**src/rtl/coh_dec_pkg.sv**
```systemverilog
package coh_dec_pkg;

  typedef enum logic [3:0] {
    EV_LOAD          = 4'd0,
    EV_STORE         = 4'd1,
    EV_REPL          = 4'd2,
    EV_FWD_SHARE     = 4'd3,
    EV_FWD_OWN       = 4'd4,
    EV_FWD_INV       = 4'd5,
    EV_PUT_ACK       = 4'd6,
    EV_DIR_DATA      = 4'd7,
    EV_DIR_DATA_ACKS = 4'd8,
    EV_PEER_DATA     = 4'd9,
    EV_INV_ACK       = 4'd10,
    EV_LAST_ACK      = 4'd11
  } cohEvent_e;

  typedef enum logic [1:0] {
    SRC_NONE = 2'd0,
    SRC_RSP  = 2'd1,
    SRC_FWD  = 2'd2,
    SRC_CORE = 2'd3
  } cohSrc_e;

  localparam logic [1:0] RSP_DATA    = 2'd0;
  localparam logic [1:0] RSP_INV_ACK = 2'd1;

  localparam logic [2:0] FWD_SHARE   = 3'd0;
  localparam logic [2:0] FWD_OWN     = 3'd1;
  localparam logic [2:0] FWD_INV     = 3'd2;
  localparam logic [2:0] FWD_PUT_ACK = 3'd3;

  localparam logic [1:0] CORE_LOAD   = 2'd0;
  localparam logic [1:0] CORE_FETCH  = 2'd1;
  localparam logic [1:0] CORE_STORE  = 2'd2;

  // control -> datapath strobes
  typedef struct packed {
    cohSrc_e sel;
    logic    recordCore;
  } ctrlStrobe_t;

  // datapath -> control status
  typedef struct packed {
    logic rspErr;
    logic fwdErr;
    logic coreErr;
    logic coreRepl;
    logic coreBlocked;
  } pathStatus_t;

endpackage

```
**src/rtl/coh_pend_track.sv**
```systemverilog
module coh_pend_track #(
  parameter int ADDR_W = 32,
  parameter int PEND   = 4
) (
  input  logic              clk,
  input  logic              rstN,
  input  logic [ADDR_W-1:0] lineIn,
  input  logic              record,
  input  logic              relValid,
  input  logic [ADDR_W-1:0] relLine,
  output logic              blocked,
  output logic              full
);

  logic [PEND-1:0]   slotValid;
  logic [ADDR_W-1:0] slotLine [PEND];
  logic [PEND-1:0]   matchVec;
  logic [PEND-1:0]   relVec;
  logic [PEND-1:0]   freeOh;

  always_comb begin
    logic found;
    found  = 1'b0;
    freeOh = '0;
    for (int i = 0; i < PEND; i++) begin
      if (!slotValid[i] && !found) begin
        freeOh[i] = 1'b1;
        found     = 1'b1;
      end
    end
  end

  for (genvar g = 0; g < PEND; g++) begin : gSlot
    assign matchVec[g] = slotValid[g] && (slotLine[g] == lineIn);
    assign relVec[g]   = relValid && slotValid[g] && (slotLine[g] == relLine);

    always_ff @(posedge clk) begin
      if (!rstN) begin
        slotValid[g] <= 1'b0;
        slotLine[g]  <= '0;
      end else if (relVec[g]) begin
        slotValid[g] <= 1'b0;
      end else if (record && freeOh[g]) begin
        slotValid[g] <= 1'b1;
        slotLine[g]  <= lineIn;
      end
    end
  end

  assign blocked = |matchVec;
  assign full    = &slotValid;

  // a line is never recorded twice, nor into a full table
  p_no_dup_record_r9: assert property (@(posedge clk) disable iff (!rstN)
    record |-> (!blocked && !full));

  // a released line is no longer blocking afterwards
  p_release_clears_r9: assert property (@(posedge clk) disable iff (!rstN)
    (relValid && !record && lineIn == relLine && blocked) |=>
      !(blocked && $stable(lineIn) && !$past(record)));

endmodule

```
**src/rtl/coh_dec_path.sv**
```systemverilog
module coh_dec_path
  import coh_dec_pkg::*;
#(
  parameter int ADDR_W   = 32,
  parameter int LINE_OFF = 6,
  parameter int ACK_W    = 6,
  parameter int PEND     = 4
) (
  input  logic              clk,
  input  logic              rstN,
  input  logic              rspFromDir,
  input  logic [1:0]        rspType,
  input  logic [ACK_W-1:0]  rspAcks,
  input  logic [ADDR_W-1:0] rspAddr,
  input  logic [ACK_W-1:0]  lkAcks,
  input  logic [2:0]        fwdType,
  input  logic [ADDR_W-1:0] fwdAddr,
  input  logic [1:0]        coreType,
  input  logic [ADDR_W-1:0] coreAddr,
  input  logic              coreHit,
  input  logic              setFull,
  input  logic [ADDR_W-1:0] victimAddr,
  input  logic              doneValid,
  input  logic [ADDR_W-1:0] doneAddr,
  input  ctrlStrobe_t       strobe,
  output pathStatus_t       status,
  output cohEvent_e         evType,
  output logic [ADDR_W-1:0] evAddr,
  output logic [ADDR_W-1:0] coreLine
);

  localparam logic [ADDR_W-1:0] OFF_MASK = ADDR_W'((64'd1 << LINE_OFF) - 64'd1);
  localparam logic [ACK_W-1:0]  ONE_ACK  = ACK_W'(1);

  logic [ADDR_W-1:0] doneLine;
  logic [ACK_W:0]    ackSum;
  cohEvent_e         rspEv, fwdEv, coreEv;
  logic              rspErr, fwdErr, coreErr, coreRepl;
  logic              pendBlocked, pendFull;

  assign coreLine = coreAddr & ~OFF_MASK;
  assign doneLine = doneAddr & ~OFF_MASK;

  // sign-extended sum, one bit wider so it cannot wrap
  assign ackSum = {rspAcks[ACK_W-1], rspAcks} + {lkAcks[ACK_W-1], lkAcks};

  always_comb begin
    rspEv  = EV_PEER_DATA;
    rspErr = 1'b0;
    if (rspFromDir) begin
      if (rspType != RSP_DATA || ackSum[ACK_W]) rspErr = 1'b1;
      else if (ackSum == '0)                    rspEv  = EV_DIR_DATA;
      else                                      rspEv  = EV_DIR_DATA_ACKS;
    end else begin
      unique case (rspType)
        RSP_DATA:    rspEv = EV_PEER_DATA;
        RSP_INV_ACK: rspEv = (lkAcks == ONE_ACK) ? EV_LAST_ACK : EV_INV_ACK;
        default:     rspErr = 1'b1;
      endcase
    end
  end

  always_comb begin
    fwdErr = 1'b0;
    fwdEv  = EV_FWD_SHARE;
    unique case (fwdType)
      FWD_SHARE:   fwdEv = EV_FWD_SHARE;
      FWD_OWN:     fwdEv = EV_FWD_OWN;
      FWD_INV:     fwdEv = EV_FWD_INV;
      FWD_PUT_ACK: fwdEv = EV_PUT_ACK;
      default:     fwdErr = 1'b1;
    endcase
  end

  assign coreRepl = !coreHit && setFull;

  always_comb begin
    coreErr = 1'b0;
    coreEv  = EV_LOAD;
    if (coreRepl) begin
      coreEv = EV_REPL;
    end else begin
      unique case (coreType)
        CORE_LOAD, CORE_FETCH: coreEv = EV_LOAD;
        CORE_STORE:            coreEv = EV_STORE;
        default:               coreErr = 1'b1;
      endcase
    end
  end

  always_comb begin
    evType = EV_LOAD;
    evAddr = '0;
    unique case (strobe.sel)
      SRC_RSP:  begin evType = rspEv;  evAddr = rspAddr; end
      SRC_FWD:  begin evType = fwdEv;  evAddr = fwdAddr; end
      SRC_CORE: begin evType = coreEv; evAddr = coreRepl ? victimAddr : coreLine; end
      default:  ;
    endcase
  end

  coh_pend_track #(.ADDR_W(ADDR_W), .PEND(PEND)) uTrack (
    .clk      (clk),
    .rstN     (rstN),
    .lineIn   (coreLine),
    .record   (strobe.recordCore),
    .relValid (doneValid),
    .relLine  (doneLine),
    .blocked  (pendBlocked),
    .full     (pendFull)
  );

  assign status.rspErr      = rspErr;
  assign status.fwdErr      = fwdErr;
  assign status.coreErr     = coreErr;
  assign status.coreRepl    = coreRepl;
  assign status.coreBlocked = pendBlocked || pendFull;

  // the final-ack event only with exactly one ack outstanding
  p_last_ack_count_r5: assert property (@(posedge clk) disable iff (!rstN)
    (strobe.sel == SRC_RSP && evType == EV_LAST_ACK) |-> (lkAcks == ONE_ACK && !rspFromDir));

  // the no-acks data event only when the two counts cancel
  p_dir_zero_sum_r3: assert property (@(posedge clk) disable iff (!rstN)
    (strobe.sel == SRC_RSP && evType == EV_DIR_DATA) |-> (rspAcks + lkAcks == '0));

  // a replacement names the victim and only on a full-set miss
  p_repl_victim_r8: assert property (@(posedge clk) disable iff (!rstN)
    (strobe.sel == SRC_CORE && evType == EV_REPL) |-> (evAddr == victimAddr && setFull && !coreHit));

  // core events other than replacement carry a line-aligned address
  p_core_aligned_r12: assert property (@(posedge clk) disable iff (!rstN)
    (strobe.sel == SRC_CORE && evType != EV_REPL) |-> ((evAddr & OFF_MASK) == '0));

endmodule

```
**src/rtl/coh_dec_ctrl.sv**
```systemverilog
module coh_dec_ctrl
  import coh_dec_pkg::*;
(
  input  logic        clk,
  input  logic        rstN,
  input  logic        rspValid,
  input  logic        fwdValid,
  input  logic        coreValid,
  input  pathStatus_t status,
  input  logic        smAccept,
  input  logic        smStall,
  output ctrlStrobe_t strobe,
  output logic        evValid,
  output cohSrc_e     evSrc,
  output logic        errOut,
  output logic        popRsp,
  output logic        popFwd,
  output logic        popCore
);

  logic [2:0] skipQ, skipNext;
  logic       rspCand, fwdCand, coreCand;
  logic       selErr, take;
  cohSrc_e    sel;

  assign rspCand  = rspValid  && !skipQ[0];
  assign fwdCand  = fwdValid  && !skipQ[1];
  assign coreCand = coreValid && !skipQ[2] && !status.coreBlocked;

  always_comb begin
    if      (rspCand)  sel = SRC_RSP;
    else if (fwdCand)  sel = SRC_FWD;
    else if (coreCand) sel = SRC_CORE;
    else               sel = SRC_NONE;
  end

  always_comb begin
    unique case (sel)
      SRC_RSP:  selErr = status.rspErr;
      SRC_FWD:  selErr = status.fwdErr;
      SRC_CORE: selErr = status.coreErr;
      default:  selErr = 1'b0;
    endcase
  end

  assign errOut  = (sel != SRC_NONE) && selErr;
  assign evValid = (sel != SRC_NONE) && !selErr;
  assign evSrc   = sel;
  assign take    = errOut || (evValid && smAccept);

  assign popRsp  = take && sel == SRC_RSP;
  assign popFwd  = take && sel == SRC_FWD;
  assign popCore = take && sel == SRC_CORE && !status.coreRepl;

  assign strobe.sel        = sel;
  assign strobe.recordCore = evValid && smAccept && sel == SRC_CORE && !status.coreRepl;

  always_comb begin
    skipNext = '0;
    if (evValid && smStall) begin
      unique case (sel)
        SRC_RSP:  skipNext = 3'b001;
        SRC_FWD:  skipNext = 3'b010;
        SRC_CORE: skipNext = 3'b100;
        default:  skipNext = '0;
      endcase
    end
  end

  always_ff @(posedge clk) begin
    if (!rstN) skipQ <= '0;
    else       skipQ <= skipNext;
  end

  // never more than one queue popped in a cycle
  p_single_pop_r10: assert property (@(posedge clk) disable iff (!rstN)
    $onehot0({popRsp, popFwd, popCore}));

  // a pop needs an accept or a dropped malformed head
  p_pop_cause_r10: assert property (@(posedge clk) disable iff (!rstN)
    (popRsp || popFwd || popCore) |-> (smAccept || errOut));

  // a stalled response head is not offered in the following cycle
  p_stall_yields_r11: assert property (@(posedge clk) disable iff (!rstN)
    (evValid && smStall && evSrc == SRC_RSP) |=> (evSrc != SRC_RSP));

  // a waiting response is chosen unless it was stalled a cycle ago
  p_rsp_first_r1: assert property (@(posedge clk) disable iff (!rstN)
    (rspValid && !$past(evValid && smStall && evSrc == SRC_RSP)) |-> (evSrc == SRC_RSP));

endmodule

```
**src/rtl/coh_evt_decoder.sv**
```systemverilog
module coh_evt_decoder
  import coh_dec_pkg::*;
#(
  parameter int ADDR_W   = 32,
  parameter int LINE_OFF = 6,
  parameter int ACK_W    = 6,
  parameter int PEND     = 4
) (
  input  logic              clk,
  input  logic              rstN,
  input  logic              rspValid,
  input  logic              rspFromDir,
  input  logic [1:0]        rspType,
  input  logic [ACK_W-1:0]  rspAcks,
  input  logic [ADDR_W-1:0] rspAddr,
  input  logic [ACK_W-1:0]  lkAcks,
  input  logic              fwdValid,
  input  logic [2:0]        fwdType,
  input  logic [ADDR_W-1:0] fwdAddr,
  input  logic              coreValid,
  input  logic [1:0]        coreType,
  input  logic [ADDR_W-1:0] coreAddr,
  input  logic              coreHit,
  input  logic              setFull,
  input  logic [ADDR_W-1:0] victimAddr,
  input  logic              doneValid,
  input  logic [ADDR_W-1:0] doneAddr,
  input  logic              smAccept,
  input  logic              smStall,
  output logic              evValid,
  output logic [3:0]        evType,
  output logic [ADDR_W-1:0] evAddr,
  output logic [1:0]        evSrc,
  output logic              errOut,
  output logic              popRsp,
  output logic              popFwd,
  output logic              popCore,
  output logic [ADDR_W-1:0] coreLineOut
);

  ctrlStrobe_t strobe;
  pathStatus_t status;
  cohEvent_e   evTypeE;
  cohSrc_e     evSrcE;

  coh_dec_ctrl uCtrl (
    .clk       (clk),
    .rstN      (rstN),
    .rspValid  (rspValid),
    .fwdValid  (fwdValid),
    .coreValid (coreValid),
    .status    (status),
    .smAccept  (smAccept),
    .smStall   (smStall),
    .strobe    (strobe),
    .evValid   (evValid),
    .evSrc     (evSrcE),
    .errOut    (errOut),
    .popRsp    (popRsp),
    .popFwd    (popFwd),
    .popCore   (popCore)
  );

  coh_dec_path #(.ADDR_W(ADDR_W), .LINE_OFF(LINE_OFF), .ACK_W(ACK_W), .PEND(PEND)) uPath (
    .clk        (clk),
    .rstN       (rstN),
    .rspFromDir (rspFromDir),
    .rspType    (rspType),
    .rspAcks    (rspAcks),
    .rspAddr    (rspAddr),
    .lkAcks     (lkAcks),
    .fwdType    (fwdType),
    .fwdAddr    (fwdAddr),
    .coreType   (coreType),
    .coreAddr   (coreAddr),
    .coreHit    (coreHit),
    .setFull    (setFull),
    .victimAddr (victimAddr),
    .doneValid  (doneValid),
    .doneAddr   (doneAddr),
    .strobe     (strobe),
    .status     (status),
    .evType     (evTypeE),
    .evAddr     (evAddr),
    .coreLine   (coreLineOut)
  );

  assign evType = evTypeE;
  assign evSrc  = evSrcE;

endmodule

```
**config.mk**
```make
export PLATFORM = sky130hd
export DESIGN_NAME = coh_evt_decoder
export DESIGN_NICKNAME = d
export VERILOG_FILES = /design/src/rtl/coh_dec_pkg.sv /design/src/rtl/coh_pend_track.sv /design/src/rtl/coh_dec_path.sv /design/src/rtl/coh_dec_ctrl.sv /design/src/rtl/coh_evt_decoder.sv
export SDC_FILE = /design/constraint.sdc
export NUM_CORES = 1
export LEC_CHECK = 0
export BUFFER_PORTS_ARGS = -buffer_cell sky130_fd_sc_hd__buf_2
export CORE_ASPECT_RATIO = 0.75
export CORE_MARGIN = 4
export CORE_UTILIZATION = 35
export CTS_CLUSTER_SIZE = 16
export DETAILED_ROUTE_END_ITERATION = 6
export SLEW_MARGIN = 15
export SYNTH_ARGS = -nofsm -noshare
export SYNTH_HDL_FRONTEND = slang
export SYNTH_SLANG_ARGS = --single-unit
```
**constraint.sdc**
```tcl
create_clock -name clk -period 8 [get_ports clk]
set_input_delay 0.8 -clock clk [delete_from_list [all_inputs] [get_ports clk]]
set_output_delay 0.8 -clock clk [all_outputs]
set_load 0.02 [all_outputs]
```
# ---- Yosys cells after proc, flatten, opt, wreduce, memory -nomap -nowiden
# Memories as Yosys holds them, arrays and structs flattened.
# Index checks and enable logic that the tools add are counted.
dict set report word_totals {
  register_bits 7
  wordCells 144
  inputBits 190
  ramBits 104
  mem_count 1
}
# name words width rd rd_clocked_by_memory_dff write_ports line
set memory_table {}
lappend memory_table {uPath.uTrack.slotLine 4 26 4 0 4 coh_pend_track.sv:16} ;# logic [ADDR_W-1:0] slotLine [PEND];
dict set report classes {
  n_mux 49
  n_addsub 1
  n_reduce_logical 65
  n_eq_ne 18
  n_bitwise 5
}
# operator count
set op_table {}
lappend op_table {{32-bit == test} 8}
lappend op_table {{26-bit two-way mux} 4}
lappend op_table {{32-bit one-hot mux with 3 select lines} 1}
lappend op_table {{1-bit logical AND} 34}
lappend op_table {{32-bit two-way mux} 1}
lappend op_table {{1-bit two-way mux} 31}
lappend op_table {{4-bit two-way mux} 5}
lappend op_table {{3-bit one-hot mux with 3 select lines} 2}
lappend op_table {{1-bit zero test} 12}
lappend op_table {{4-bit one-hot mux with 3 select lines} 1}
lappend op_table {{2-bit OR reduction} 5}
lappend op_table {{4-bit OR reduction} 2}
lappend op_table {{6-bit by 6-bit adder with 7-bit output} 1}
lappend op_table {{7-bit zero test} 1}
lappend op_table {{2-bit by 1-bit == test with 1-bit output (second input constant)} 3}
lappend op_table {{2-bit == test (second input constant)} 3}
lappend op_table {{3-bit by 2-bit == test with 1-bit output (second input constant)} 2}
lappend op_table {{6-bit by 1-bit == test with 1-bit output (second input constant)} 1}
lappend op_table {{2-bit two-way mux} 3}
lappend op_table {{2-bit zero test} 2}
lappend op_table {{1-bit bitwise OR} 4}
lappend op_table {{4-bit AND reduction} 1}
lappend op_table {{2-bit nonzero test} 2}
lappend op_table {{3-bit by 1-bit == test with 1-bit output (second input constant)} 1}
lappend op_table {{other kinds (6)} 8}

# ---- Depth between registers and ports, before layout
# An unclocked memory read counts as a cell.
dict set report logic_depth {
  depth_word 23
  depth_mapped 10
}

# ---- By module
# A second synthesis with hierarchy kept.
dict set report unflattened {
  cells_unflattened 1044
  area_unflattened_um2 9551.7
}
# mod cells_each area_each_um2 n_inst seq_area_each_um2
set modules_own_cells {}
lappend modules_own_cells {coh_pend_track 716 7678.6 1 3923.8}
lappend modules_own_cells {coh_dec_path 294 1609.0 1 0.0}
lappend modules_own_cells {coh_dec_ctrl 34 264.0 1 60.1}

# ---- Least setup slack after synthesis
# Ideal clock, no wire load.
dict set report synth_path {
  path_kind {input -> register}
  from {in coreAddr[13]}
  to {mem uPath.uTrack.slotLine[3][0] (netlist bit), enable pin}
  path_buffers 2
  required_ns 7.551
  stages 9
  setup_time_ns 0.449
  t_arrival_ns 4.006
  path_slack_ns 3.546
  cell_sequence {buf_4 > xnor2_1 > nand4_1 > nor4_1 > a22oi_1 > nand3_2 > or2_1 > buf_2 > o31ai_1}
}
# item line
set synth_lines {}
lappend synth_lines {{from (decl)} coh_evt_decoder.sv:22} ;# input logic [ADDR_W-1:0] coreAddr,
lappend synth_lines {{to (decl)} coh_pend_track.sv:16}

# ---- Final worst setup path
dict set report layout_path {
  from {in coreAddr[16]}
  to {out evAddr[23]}
}
dict set report layout_via {
  elab_chain_cells 11
  word_cells_on_any_way 19
}
# item line
set layout_lines {}
lappend layout_lines {{32-bit == test} coh_pend_track.sv:34} ;# assign matchVec[g] = slotValid[g] && (slotLine[g] == lineIn);
lappend layout_lines {{1-bit logical AND} coh_pend_track.sv:34}
lappend layout_lines {{4-bit OR reduction *} coh_pend_track.sv:50} ;# assign blocked = |matchVec;
lappend layout_lines {{1-bit logical OR *} coh_dec_path.sv:117} ;# assign status.coreBlocked = pendBlocked || pendFull;
lappend layout_lines {{1-bit zero test *} coh_dec_ctrl.sv:28} ;# assign coreCand = coreValid && !skipQ[2] && !status.coreBlocked;
lappend layout_lines {{1-bit logical AND *} coh_dec_ctrl.sv:28}
lappend layout_lines {{2-bit two-way mux *} coh_dec_ctrl.sv:33} ;# else if (coreCand) sel = SRC_CORE;
lappend layout_lines {{2-bit two-way mux *} coh_dec_ctrl.sv:32} ;# else if (fwdCand) sel = SRC_FWD;
lappend layout_lines {{2-bit two-way mux *} coh_dec_ctrl.sv:31} ;# if (rspCand) sel = SRC_RSP;
lappend layout_lines {{2-bit == test or 2-bit by 1-bit == test with 1-bit output (tied branches)} coh_dec_path.sv:94} ;# unique case (strobe.sel)
lappend layout_lines {{32-bit one-hot mux with 3 select lines *} coh_dec_path.sv:94}
lappend layout_lines {{to (decl)} coh_evt_decoder.sv:32} ;# output logic [ADDR_W-1:0] evAddr,
# Every way passes the cells marked *; elsewhere a longest branch is shown, timed or not.

==> flow_metrics.tcl <==
set metrics [dict create \
    port_buffers 246 \
    hold_depth 2 \
    syn_to_final_growth_pct 16.6 \
    drc_errors 0 \
    synthTopCellsByArea "edfxtp_1 (38%), xnor2_1 (15%), and2_1 (7.8%), xor2_1 (7.2%), buf_4 (4.1%)" \
    fmax_mhz 217 \
    start_util_pct 35.8 \
    wl_mm 29.1 \
    holdPathEnd "uPath.uTrack.slotValid[2]" \
    use_met2_pct 32.9 \
    cts_resized 0 \
    grt_pass1_wl_mm 41.3 \
    cellLeakagePower_nw 3.80 \
    die_x_um 186 \
    avgViaCountPerCell 5.30 \
    ir_drop_mv 0.105 \
    clock_sinks 111 \
    insertion_delay_ps 350 \
    core_area_mm2 0.0232 \
    clockRootBuffer "clkbuf_16" \
    grt_max_degree 36 \
    synthCells 795 \
    ant_nets 0 \
    seq_area_frac_synth_pct 39.3 \
    drt_first_pass_iters 5 \
    worst_slew_pin_slew_ps 849 \
    critPathMaxFanout 35 \
    clk_path_buf_depth 2 \
    synthFlopType "edfxtp_1" \
    netlist_area_mm2 0.00831 \
    grt_pass1_vias 6534 \
    relSlewSlack_pct 42.9 \
    ys_seq_elements 111 \
    min_path_type "register to register" \
    rr_endpoint "uPath.uTrack.slotLine[3][0]" \
    cts_tree "yes" \
    cap_violations 0 \
    busiest_layer "met2" \
    hpwl_mm 23.3 \
    antenna_found_initial 3 \
    die_h_um 141 \
    grt_usage_pct 21.3 \
    use_met1_pct 31.0 \
    drv_slew 0 \
    cts_buffers 9 \
    crit_path_end_kind "primary output" \
    ys_warn_count 0 \
    total_power_mw 1.47 \
    vias 6810 \
    path_clk_slew_ps 80 \
    gp_routability_congestion 0.940 \
    syn_avg_cell_area_um2 10.5 \
    rrSetupSlack_ps 4520 \
    tns_ps 0 \
    cp.required_ps 7200 \
    postCtsHoldBufs 0 \
    min_from "uPath.uTrack.slotValid[2]" \
    p_per_area_mw_per_mm2 151 \
    postCtsSetupRepairBufs 0 \
    yosysTopAreaCell "edfxtp_1" \
    worstReg2RegStart "uPath.uTrack.slotLine[2][23]" \
    overflow 0 \
    die-area_mm2 0.0263 \
    crit_arrival_ps 3820 \
    ys_types 51 \
    met3_usage_pct 4.74 \
    drt-initial-drc-count 595 \
    start_kind "primary input" \
    finalCritPeriodShare_pct 57.7 \
    finalHoldViolCount 0 \
    ff2ff_path_depth 8 \
    ios 265 \
    setup_viol 0 \
    worstSetupPathType "primary input to primary output" \
    cp_slowest_cell "nor4_1" \
    crit_chain "buf_2 > xnor2_1 > nand4_1 > nor4_1 > a21oi_1 > nand3_2 > or2_1 > buf_4 > o21ai_0 > buf_2" \
    async_flop_share_pct 0 \
    yosysTopAreaCellShare_pct 37.6 \
    critPathMaxStageDelay_ps 690 \
    wl_per_cell_um 22.6 \
    synth_edf_count 104 \
    core.rowCount 48 \
    min_period_ps 4620 \
    outcome "complete, no violations" \
    cts.htree.levels 3 \
    finClkSkew_ps 8.46 \
    drive_gt1_share_pct 29.6 \
    finalNetCount 1174 \
    crit_path_frequent_cell "buf_2" \
    rsz0062_at_grt "no" \
]
## kinds of logic after synthesis
group,share of synthesized area [%]
simple gates,17.4
xor+xnor,22.1
flops,39.3
buf+inv,8.52
compound gates,8.18
mux,3.25
fa+ha+maj,1.14
other cells,0.0451
## synthesized netlist by cell type (3+ instances only)
| cell type | instances |
|---|---|
| o41ai_1 | 3 |
| clkbuf_2 | 3 |
| xor2_1 | 68 |
| a211oi_1 | 3 |
| xnor2_1 | 142 |
| ha_1 | 6 |
| a21oi_1 | 5 |
| or4_1 | 3 |
| nand4_1 | 34 |
| nor2b_1 | 6 |
| nor4_1 | 22 |
| and2_1 | 103 |
| buf_4 | 45 |
| o21ai_0 | 39 |
| buf_6 | 19 |
| a22oi_1 | 34 |
| nand2_1 | 13 |
| nor3_1 | 10 |
| a21o_1 | 4 |
| inv_1 | 12 |
| clkbuf_1 | 23 |
| dfxtp_1 | 7 |
| nand2b_1 | 5 |
| nand3_1 | 14 |
| mux2i_1 | 27 |
| edfxtp_1 | 104 |
| nor4b_4 | 3 |
| nor2_1 | 11 |
## how the worst max path moves through the flow
stage	startpoint	endpoint	depth (start not counted)
global placement	coreAddr[6]	evType[0]	10
CTS	coreAddr[6]	evAddr[23]	10
floorplan	coreAddr[13]	uPath.uTrack.slotLine[3][0]	9
global route	coreAddr[6]	evType[0]	10
finish	coreAddr[16]	evAddr[23]	10
detailed placement	coreAddr[6]	evAddr[23]	10
## worst max-delay path, delay by kind of cell
kind | cells | cell delay, ps
buf+inv | 3 | 850
compound gates | 2 | 410
simple gates | 4 | 1550
xor+xnor | 1 | 200
## layer usage
metal  vias up  share of wire (%)
li1       3129                  -
met1      3295                 44
met3        24                 10
met4         0                1.0
met5         -                  0
met2       362                 44
## area by class of cell
cell class              instances  area (um^2)
fillers                      2297        13500
multi-input cells             585         4390
flip-flops and latches        111         3260
repair buffers                258         1320
well taps                     300          375
clock buffers                   9          225
clock inverters                 7         57.6
inverters                      12         45.0
diodes                          3         7.51
## flip-flops by register name, indices dropped and copies added (netlist names)
register / count
uPath.uTrack.slotLine: 104
uPath.uTrack.slotValid: 4
uCtrl.skipQ: 3
## cells in the final DEF (no fill, tap or decap), types with 3 or more instances in the layout
cell and instances:
nand4_1 34, nand3_1 14, o21ai_0 37, edfxtp_1 104
xnor2_1 142, conb_1 6, nor2_1 10, clkbuf_16 9
nand2b_1 5, and2_1 103, ha_1 6, a21oi_1 5
a21o_1 4, nor2b_1 4, buf_4 12, or4_1 3
nand2_1 13, inv_1 12, nor4_1 22, a22oi_1 34
buf_2 246, mux2i_1 27, nor3_1 10, diode_2 3
o41ai_1 3, dfxtp_1 7, nor4b_4 3, xor2_1 68
a211oi_1 3, clkinv_4 5
## power by group
group | internal (mW) | switching (mW)
logic | 0.138 | 0.220
clock network | 0.215 | 0.220
registers | 0.654 | 0.0200
## stage by stage
| step | instances | setup slack [ps] | area, um^2 | utilization (%) | hold WS [ps] |
|---|---|---|---|---|---|
| 4_1_cts | 1282 | 3550 | 9680 | 41.7 | 578 |
| 2_1_floorplan | 800 | 3550 | 8330 | - | 471 |
| 3_5_place_dp | 1266 | 3550 | 9390 | 40.5 | 567 |
| 5_1_grt | 1285 | 3260 | 9680 | 41.8 | 607 |
| 6_report | 1285 | 3380 | 9680 | 41.8 | 595 |
| 3_3_place_gp | 1266 | 3520 | 9390 | 40.5 | 559 |
(Power assumes the default switching activity.)
